==> config.mk <==
export PLATFORM = sky130hd
export DESIGN_NAME = sbl_serial_driver
export DESIGN_NICKNAME = d
export VERILOG_FILES = /design/src/rtl/sbl_pkg.sv /design/src/rtl/sbl_edge.sv /design/src/rtl/sbl_shift.sv /design/src/rtl/sbl_latch.sv /design/src/rtl/sbl_serial_driver.sv
export SDC_FILE = /design/constraint.sdc
export NUM_CORES = 1
export LEC_CHECK = 0
export ABC_CLOCK_PERIOD_IN_PS = 1000
export BUFFER_PORTS_ARGS = -buffer_cell sky130_fd_sc_hd__buf_2
export CAP_MARGIN = 20
export CORE_MARGIN = 2
export CORE_UTILIZATION = 45
export CTS_CLUSTER_SIZE = 16
export DETAILED_ROUTE_END_ITERATION = 10
export PLACE_DENSITY = 0.69
export SLEW_MARGIN = 20
export SYNTH_ARGS = -nofsm -noshare
export SYNTH_HDL_FRONTEND = slang
export SYNTH_SLANG_ARGS = --single-unit
==> constraint.sdc <==
create_clock -name clk -period 1 [get_ports clk]
set_input_delay 0.25 -clock clk [delete_from_list [all_inputs] [get_ports clk]]
set_output_delay 0.25 -clock clk [all_outputs]
set_load 0.03 [all_outputs]
==> src/rtl/sbl_pkg.sv <==
package sbl_pkg;
    localparam int unsigned SBL_CHANNELS = 8;

    typedef enum logic {
        SCK_LOW  = 1'b0,
        SCK_HIGH = 1'b1
    } sck_state_e;
endpackage

==> src/rtl/sbl_edge.sv <==
module sbl_edge
    import sbl_pkg::*;
(
    input  logic clk,
    input  logic rst_n,
    input  logic sclk,
    output logic step
);
    sck_state_e state_q, state_d;

    always_comb begin
        state_d = state_q;
        unique case (state_q)
            SCK_LOW:  if (sclk)  state_d = SCK_HIGH;
            SCK_HIGH: if (!sclk) state_d = SCK_LOW;
            default:  state_d = SCK_HIGH;
        endcase
    end

    always_ff @(posedge clk) begin
        if (!rst_n) state_q <= SCK_HIGH;
        else        state_q <= state_d;
    end

    // Only the LOW -> HIGH transition issues a step.
    always_comb begin
        step = 1'b0;
        unique case (state_q)
            SCK_LOW:  step = sclk;
            SCK_HIGH: step = 1'b0;
            default:  step = 1'b0;
        endcase
    end

    // one step per edge, never two in a row
    a_r1_single_step: assert property (@(posedge clk) disable iff (!rst_n)
        step |=> !step);
endmodule

==> src/rtl/sbl_shift.sv <==
module sbl_shift #(
    parameter int unsigned N = 8
) (
    input  logic         clk,
    input  logic         rst_n,
    input  logic         step,
    input  logic         clr,
    input  logic         sdi,
    output logic [N-1:0] stages
);
    logic [N-1:0] stages_q;
    logic         entry_bit;

    assign entry_bit = clr ? 1'b0 : sdi;

    always_ff @(posedge clk) begin
        if (!rst_n)    stages_q <= '0;
        else if (step) stages_q <= {stages_q[N-2:0], entry_bit};
    end

    assign stages = stages_q;

    a_r1_shift_move: assert property (@(posedge clk) disable iff (!rst_n)
        step |=> (stages_q[N-1:1] == $past(stages_q[N-2:0])));
    a_r1_no_step_hold: assert property (@(posedge clk) disable iff (!rst_n)
        !step |=> $stable(stages_q));
    a_r2_clear_zero: assert property (@(posedge clk) disable iff (!rst_n)
        (step && clr) |=> !stages_q[0]);
endmodule

==> src/rtl/sbl_latch.sv <==
module sbl_latch #(
    parameter int unsigned N = 8
) (
    input  logic         clk,
    input  logic         rst_n,
    input  logic         load,
    input  logic [N-1:0] d,
    output logic [N-1:0] q
);
    logic [N-1:0] q_r;

    always_ff @(posedge clk) begin
        if (!rst_n)    q_r <= '0;
        else if (load) q_r <= d;
    end

    assign q = q_r;

    a_r3_follow: assert property (@(posedge clk) disable iff (!rst_n)
        load |=> (q_r == $past(d)));
    a_r3_hold: assert property (@(posedge clk) disable iff (!rst_n)
        !load |=> $stable(q_r));
endmodule

==> src/rtl/sbl_serial_driver.sv <==
module sbl_serial_driver
    import sbl_pkg::*;
#(
    parameter int unsigned N = SBL_CHANNELS
) (
    input  logic         clk,
    input  logic         rst_n,
    input  logic         sclk,
    input  logic         sdi,
    input  logic         clear,
    input  logic         strobe,
    input  logic         en_n,
    input  logic         force_off,
    output logic         sdo,
    output logic [N-1:0] drive
);
    localparam int unsigned LAST = N - 1;

    logic         step;
    logic [N-1:0] stages;
    logic [N-1:0] held;
    logic         blank;

    sbl_edge u_edge (
        .clk   (clk),
        .rst_n (rst_n),
        .sclk  (sclk),
        .step  (step)
    );

    sbl_shift #(.N(N)) u_shift (
        .clk    (clk),
        .rst_n  (rst_n),
        .step   (step),
        .clr    (clear),
        .sdi    (sdi),
        .stages (stages)
    );

    sbl_latch #(.N(N)) u_latch (
        .clk   (clk),
        .rst_n (rst_n),
        .load  (strobe),
        .d     (stages),
        .q     (held)
    );

    assign blank = en_n | force_off;
    assign sdo   = stages[LAST];

    for (genvar g = 0; g < N; g++) begin : g_chan
        assign drive[g] = held[g] & ~blank;
    end

    // blanking never disturbs the latches
    a_r5_blank_keeps_latch: assert property (@(posedge clk) disable iff (!rst_n)
        (blank && !strobe) |=> $stable(held));
endmodule

# Word level (Yosys, flattened, before mapping)
# Index checks and enable logic that the tools add are counted.
dict set report totals {
  in_bits 8
  ff_bits 17
  word_cells 17
  output_inout_bits 9
}
dict set report op_classes {
  bitwise 11
  mux 3
}
# op count
set ops {}
lappend ops {{bitwise AND 1 bit} 8}
lappend ops {{two-way mux 1 bit} 2}
lappend ops {{inverter 1 bit} 2}
lappend ops {{case mux 1 bit (2 select lines)} 1}
lappend ops {{bitwise OR 1 bit} 1}

# Longest topological paths before layout
# Gate-level depths: netlist (run 1).
dict set report logic_depth {
  ltp_word 3
  mapped_depth 4
  mapped_depth_nobuf 3
}

# Hierarchy
# From an unflattened synthesis (run 1), not the netlist that was laid out.
dict set report hier_totals {
  hier_cells 64
  area_unflattened_um2 769.5
}
# mod seq_area_each_um2 area_each_um2 n_inst cells_per_inst
set modules_own_cells {}
lappend modules_own_cells {sbl_shift 160.2 305.3 1 26}
lappend modules_own_cells {sbl_latch 160.2 301.5 1 25}
lappend modules_own_cells {sbl_serial_driver 0.0 122.6 1 10}
lappend modules_own_cells {sbl_edge 20.0 40.0 1 3}

# Worst setup path before layout (run 1)
# Ideal clock, no wire load.
dict set report synth_path {
  kind {input to output}
  startpoint {in force_off}
  endpoint {out drive[0]}
  slack_ns -0.045
  stages 2
  required_ns 0.750
  arrival_ns 0.795
  n_path_buf 0
  cell_sequence {nor2_1 -> and2_1}
}
dict set report synth_via {
  elab_chain_cells 3
}
# item line
set synth_lines {}
lappend synth_lines {{start: declaration} sbl_serial_driver.sv:13} ;# input logic force_off,
lappend synth_lines {{bitwise OR 1 bit} sbl_serial_driver.sv:48} ;# assign blank = en_n | force_off;
lappend synth_lines {{inverter 1 bit} sbl_serial_driver.sv:52} ;# assign drive[g] = held[g] & ~blank;
lappend synth_lines {{bitwise AND 1 bit} sbl_serial_driver.sv:52}
lappend synth_lines {{end: declaration} sbl_serial_driver.sv:15} ;# output logic [N-1:0] drive
# No other way between the ends.

# Worst setup path in the final report (run 1)
dict set report layout_path {
  startpoint {reg u_latch.q_r[7] (netlist: u_latch.q[7])}
  endpoint {out drive[7]}
}
dict set report layout_via {
  elab_chain_cells 1
}
# item line
set layout_lines {}
lappend layout_lines {{start: declaration} sbl_latch.sv:10} ;# logic [N-1:0] q_r;
lappend layout_lines {{start signal: assignment} sbl_latch.sv:13} ;# if (!rst_n) q_r <= '0;
lappend layout_lines {{start signal: assignment} sbl_latch.sv:14} ;# else if (load) q_r <= d;
lappend layout_lines {{bitwise AND 1 bit} sbl_serial_driver.sv:52}
# No other way between the ends.

==> flow_metrics.env, run 1 <==
export IMPL_outcome="finished, violations left"
export IMPL_failed_checks="setup timing"
export IMPL_slew_headroom_pct=80.47
export IMPL_cts_tree="done"
export IMPL_synth_most_common_cell="dfxtp_1"
export IMPL_synth_cells=73
export IMPL_port_buffers=16
export IMPL_top_layer_used="met4"
export IMPL_wl_met2_um=519
export IMPL_final_core_util_pct=64.20
export IMPL_synthFlopType="dfxtp_1"
export IMPL_gp_routability_congestion=0.7029
export IMPL_wl_per_cell_um=10.82
export IMPL_synth_seq_cells=17
export IMPL_worstSetupPathType="reg2out"
export IMPL_worst_pin_slew_ns=0.2929
export IMPL_ios=17
export IMPL_grt_pass1_vias=437
export IMPL_drt_vias_per_instance=4.739
export IMPL_worstSetupStartpointType="register"
export IMPL_synth_commonest_cells="dfxtp_1, nand2_1, and2_1, mux2i_1, nor2b_1"
export IMPL_vdd_drop_max_v=0.0008006
export IMPL_pwr_density_cell_nw_per_um2=1172
export IMPL_rsz0062_at_grt="yes"
export IMPL_finalClockSkew_ns=0.001534
export IMPL_yosysWarningCount=0
export IMPL_yosys_top_cells_area="dfxtp_1, mux2i_1, nand2_1"
export IMPL_vias=526
export IMPL_drv_slew=0
export IMPL_yosys_area_top_type="dfxtp_1"
export IMPL_diodes=0
export IMPL_final_cells=111
export IMPL_max_freq_ghz=0.8869
export IMPL_place_area_um2=817.0
export IMPL_whs_ns=0.1711
export IMPL_arrival_ns=0.88
export IMPL_yosysUniqueCellTypes=15
export IMPL_drt_iter0_markers=3
export IMPL_antenna_found_initial=0
export IMPL_synth_area_per_cell_um2=9.770
export IMPL_area_delta_synth_final_pct=34.04
export IMPL_num_rows=14
export IMPL_cts_sinks=17
export IMPL_finalHoldViolCount=0
export IMPL_die_y_um=43.81
export IMPL_nNetsFinal=104
export IMPL_dieArea_um2=1919
export IMPL_cp_max_fo=2
export IMPL_placed_cells=104
export IMPL_gr_total_overflow=0
export IMPL_hold_buffers=0
export IMPL_drt_met1_wl_um=586
export IMPL_core_area_um2=1489
export IMPL_cp_end_kind="output pin"
export IMPL_maxCapViolCount=0
export IMPL_fillers=137
export IMPL_cts_buffers_inserted=3
export IMPL_ant_nets=0
export IMPL_power_leakage_nw=0.4186
export IMPL_fin_ws_ns=-0.1276
export IMPL_synth_edf_count=0
export IMPL_path_clk_slew_ns=0.09
export IMPL_clkLatencyLatePin_ns=0.29
export IMPL_htree_levels=1
export IMPL_yosysTopAreaCellShare_pct=47.72
export IMPL_drive_above_1_share_pct=47.37
export IMPL_die_w_um=43.81
export IMPL_syn_num_nets=81
export IMPL_fin_crit_sh_pct=112.8
export IMPL_grt_first_pass_wirelength_mm=1.925
export IMPL_yosysSeqAreaShare_pct=47.72
export IMPL_syn_cell_area_um2=713.2
export IMPL_start_util_pct=47.90
export IMPL_ctsLongestPathBuffers=2
export IMPL_route_detailed_drc=0
export IMPL_root_buffer="clkbuf_4"
export IMPL_setup_viol=9
export IMPL_grt_usage_pct=14.02
export IMPL_final_area_um2=955.9
export IMPL_drt_total_wl_mm=1.201
export IMPL_synthArstFlopShare_pct=0
export IMPL_wl_met3_um=53
export IMPL_drt_first_pass_iters=2
export IMPL_hp_class="in2reg"
export IMPL_fin_crit_ns=1.128
export IMPL_grt_start_max_net_pins=18
export IMPL_cp_required_ns=0.75
-- cell usage in the layout, fill, tap and decap left out --
cell type,count
nor2_2,1
buf_6,11
buf_4,5
a21boi_2,1
a21boi_1,7
mux2i_1,8
dfxtp_1,8
nand2_1,15
nand3b_4,1
nor2b_1,8
nand2b_1,2
clkbuf_4,3
clkbuf_1,1
buf_2,6
and2_4,8
dfxtp_2,9
and2b_1,1
-- worst paths after layout --
| path | startpoint | end | slack, ns | cells after the start |
|---|---|---|---|---|
| worst max-delay path | u_latch.q[7] | drive[7] | -0.13 | 2 |
| worst min-delay path | sclk | u_edge.state_q | 0.17 | 2 |
| worst max register to register | u_edge.state_q | u_shift.stages[5] | 0.11 | 3 |
| worst min register to register | u_shift.stages[3] | u_shift.stages[4] | 0.48 | 2 |
-- timing repair --
| item | 4_1_cts | 5_1_grt |
|---|---|---|
| gates resized for setup | 35 | 3 |
| setup endpoints to repair | 9 | 9 |
| gates cloned | 0 | 0 |
| pin swaps | 0 | 0 |
| buffers inserted | 1 | 2 |
| hold endpoints to repair | 0 | 0 |
-- stage by stage --
| stage | TNS (ns) | setup WS [ns] | total power (W) |
|---|---|---|---|
| floorplan | 0 | 0.01821 | 0.0007451 |
| global placement | -1.168 | -0.1473 | 0.0007694 |
| detailed placement | -1.213 | -0.1584 | 0.0007705 |
| CTS | -1.069 | -0.1415 | 0.001131 |
| global route | -1.259 | -0.1649 | 0.001163 |
| finish | -0.9730 | -0.1276 | 0.001120 |
-- layer usage --
layer,GRT usage [%],vias up
met3,2.500,5
met5,0,-
li1,-,278
met2,19.41,14
met4,12.73,0
met1,18.21,229
-- power by group --
part	internal (W)	switching (W)	leakage (nW)
Sequential	0.000680	0.00000156	0.142
Clock	0.000155	0.000204	0.0150
Combinational	0.0000423	0.0000372	0.262
Total	0.000877	0.000243	0.419
-- cell type report --
class | count | area, µm² | share of cell area [%]
multi-input cells | 52 | 366.6 | 38.35
flip-flops and latches | 17 | 351.6 | 36.78
repair buffers | 22 | 191.4 | 20.03
clock buffers | 4 | 26.28 | 2.749
well taps | 16 | 20.02 | 2.094
-- flip-flops by register name, indices dropped and copies added (netlist names) --
name and cells:
u_edge.state_q 1, u_latch.q 8, u_shift.stages 8
-- critical path: stages, from the launching register on --
cell	delay, ns
dfxtp_2	0.34
and2_4	0.13
buf_6	0.12
-- kinds of logic after synthesis --
group                  after synthesis  share of synthesized area (%)
flip-flops                          17                          47.72
multiplexers                         8                          11.23
buffers and inverters                4                          4.034
AO/OA/AOI/OAI                        8                          8.947
AND/OR/NAND/NOR                     36                          28.07
Note: power is estimated with default switching activity, not from simulation.
==> inputs of run 2 (changes only) <==
ABC_CLOCK_PERIOD_IN_PS = 1210   (was 1000)
clock period = 1.21 ns   (was 1 ns; I/O delays follow)
==> flow_metrics.env, run 2 (same netlist as run 1, synthesis figures left out) <==
export IMPL_grt_start_max_net_pins=18
export IMPL_max_freq_ghz=0.8379
export IMPL_diodes=0
export IMPL_die_y_um=43.81
export IMPL_port_buffers=16
export IMPL_cp_required_ns=0.91
export IMPL_drv_slew=0
export IMPL_grt_usage_pct=13.98
export IMPL_place_ws_ns=-0.05401
export IMPL_cpMaxStageDelayCell="and2_4"
export IMPL_worstSetupPathType="in2out"
export IMPL_nNetsFinal=99
export IMPL_antenna_found_initial=0
export IMPL_wl_per_cell_um=11.17
export IMPL_start_util_pct=47.90
export IMPL_drt_vias_per_instance=4.943
export IMPL_critPathBufInv=3
export IMPL_ant_nets=0
export IMPL_grt_pass1_vias=444
export IMPL_finalClockSkew_ns=0.01385
export IMPL_hp_class="in2reg"
export IMPL_drive_above_1_share_pct=45.56
export IMPL_num_rows=14
export IMPL_core_area_um2=1489
export IMPL_max_stage_delay_ns=0.14
export IMPL_root_buffer="clkbuf_4"
export IMPL_cp_end_kind="output pin"
export IMPL_die_w_um=43.81
export IMPL_drt_first_pass_iters=2
export IMPL_drt_met1_wl_um=591
export IMPL_drt_total_wl_mm=1.184
export IMPL_path_clk_slew_ns=0.11
export IMPL_crit_family="buffers and inverters"
export IMPL_power_frac_seq_pct=60.3
export IMPL_path_cells="buf_2 -> nor2_4 -> buf_6 -> and2_4 -> buf_6"
export IMPL_combPwrFrac_pct=6.9
export IMPL_htree_levels=1
export IMPL_pwr_density_cell_nw_per_um2=1014
export IMPL_wl_met3_um=56
export IMPL_gp_routability_congestion=0.6667
export IMPL_final_core_util_pct=61.85
export IMPL_final_common_cell="nand2_1"
export IMPL_cts_tree="done"
export IMPL_worstSetupStartpointType="input port"
export IMPL_arrival_ns=0.89
export IMPL_top_layer_used="met4"
export IMPL_setup_viol=0
export IMPL_ios=17
export IMPL_vias=524
export IMPL_cts_sinks=17
export IMPL_dp_hpwl_um=781.3
export IMPL_route_detailed_drc=0
export IMPL_cp_max_fo=8
export IMPL_dieArea_um2=1919
export IMPL_maxCapViolCount=0
export IMPL_clkLatencyLatePin_ns=0.29
export IMPL_finalHoldViolCount=0
export IMPL_ctsLongestPathBuffers=2
export IMPL_p_int_w=0.0007170
export IMPL_wl_met2_um=517
export IMPL_power_frac_clock_pct=32.7
export IMPL_mostFrequentLayoutCells="nand2_1, buf_6, dfxtp_2"
export IMPL_power_leakage_nw=0.3938
export IMPL_gr_total_overflow=0
export IMPL_vdd_drop_max_v=0.0006955
export IMPL_crit_path_frequent_cell="buf_6"
export IMPL_outcome="complete, no violations"
export IMPL_drt_iter0_markers=5
export IMPL_grt_first_pass_wirelength_mm=1.973
export IMPL_whs_ns=0.2093
export IMPL_fin_ws_ns=0.01660
export IMPL_area_delta_synth_final_pct=29.12
export IMPL_sw_frac_of_total_pct=23.18
export IMPL_switchingPower_w=0.0002164
export IMPL_cts_buffers_inserted=3
export IMPL_rsz0062_at_grt="yes"
export IMPL_cts_setup_buffers=0
export IMPL_fin_crit_sh_pct=98.63
export IMPL_worst_pin_slew_ns=0.3043
export IMPL_fin_crit_ns=1.193
export IMPL_slew_headroom_pct=79.71
run 2: final cells by class:
type                    instances  area (µm²)
clock buffers                   3       22.52
well taps                      16       20.02
flip-flops and latches         17       351.6
clock inverters                 1       5.005
repair buffers                 17       150.1
fillers                       157       568.0
multi-input cells              52       371.6
run 2: timing repair:
item,in CTS,in global routing
pin swaps,2,1
hold endpoints to repair,0,0
gates resized for setup,27,11
setup endpoints to repair,8,9
cloned,0,0
hold buffers,0,0
run 2: worst paths after layout:
check / cells past startpoint / endpoint / slack [ns] / startpoint
worst max-delay path: 5 / drive[7] / 0.02 / force_off
worst min-delay path: 2 / u_edge.state_q / 0.21 / sclk
worst max register to register: 3 / u_shift.stages[0] / 0.22 / u_edge.state_q
worst min register to register: 2 / u_shift.stages[2] / 0.46 / u_shift.stages[1]
run 2: power groups by stage:
stage,logic (W),clock network [W],registers (W)
CTS,0.0000629,0.000311,0.000564
global placement,0.0000558,0,0.000576
detailed placement,0.0000571,0,0.000577
finish,0.0000645,0.000306,0.000563
global route,0.0000694,0.000339,0.000564
floorplan,0.0000398,0,0.000576
run 2: routing by layer:
layer  vias up  global-route usage, %
li1        267                      -
met1       242                  19.69
met2        13                  19.41
met3         2                  2.500
met4         0                  9.091
met5         -                      0
run 2: through the flow:
step / instance area (µm²) / power, W / setup TNS, ns / instances
after floorplan: 713.2 / 0.0006158 / 0 / 73
after global placement: 792.0 / 0.0006321 / -0.2529 / 102
after detailed placement: 792.0 / 0.0006336 / -0.3827 / 102
after CTS: 902.1 / 0.0009380 / 0 / 106
after global routing: 920.9 / 0.0009728 / -0.1526 / 106
final: 920.9 / 0.0009334 / 0 / 106
run 2: worst register-to-register path, stage by stage (launching register included):
cell and delay (ns):
dfxtp_1 0.32, and2b_1 0.37, nand3b_4 0.11, a21boi_2 0.13
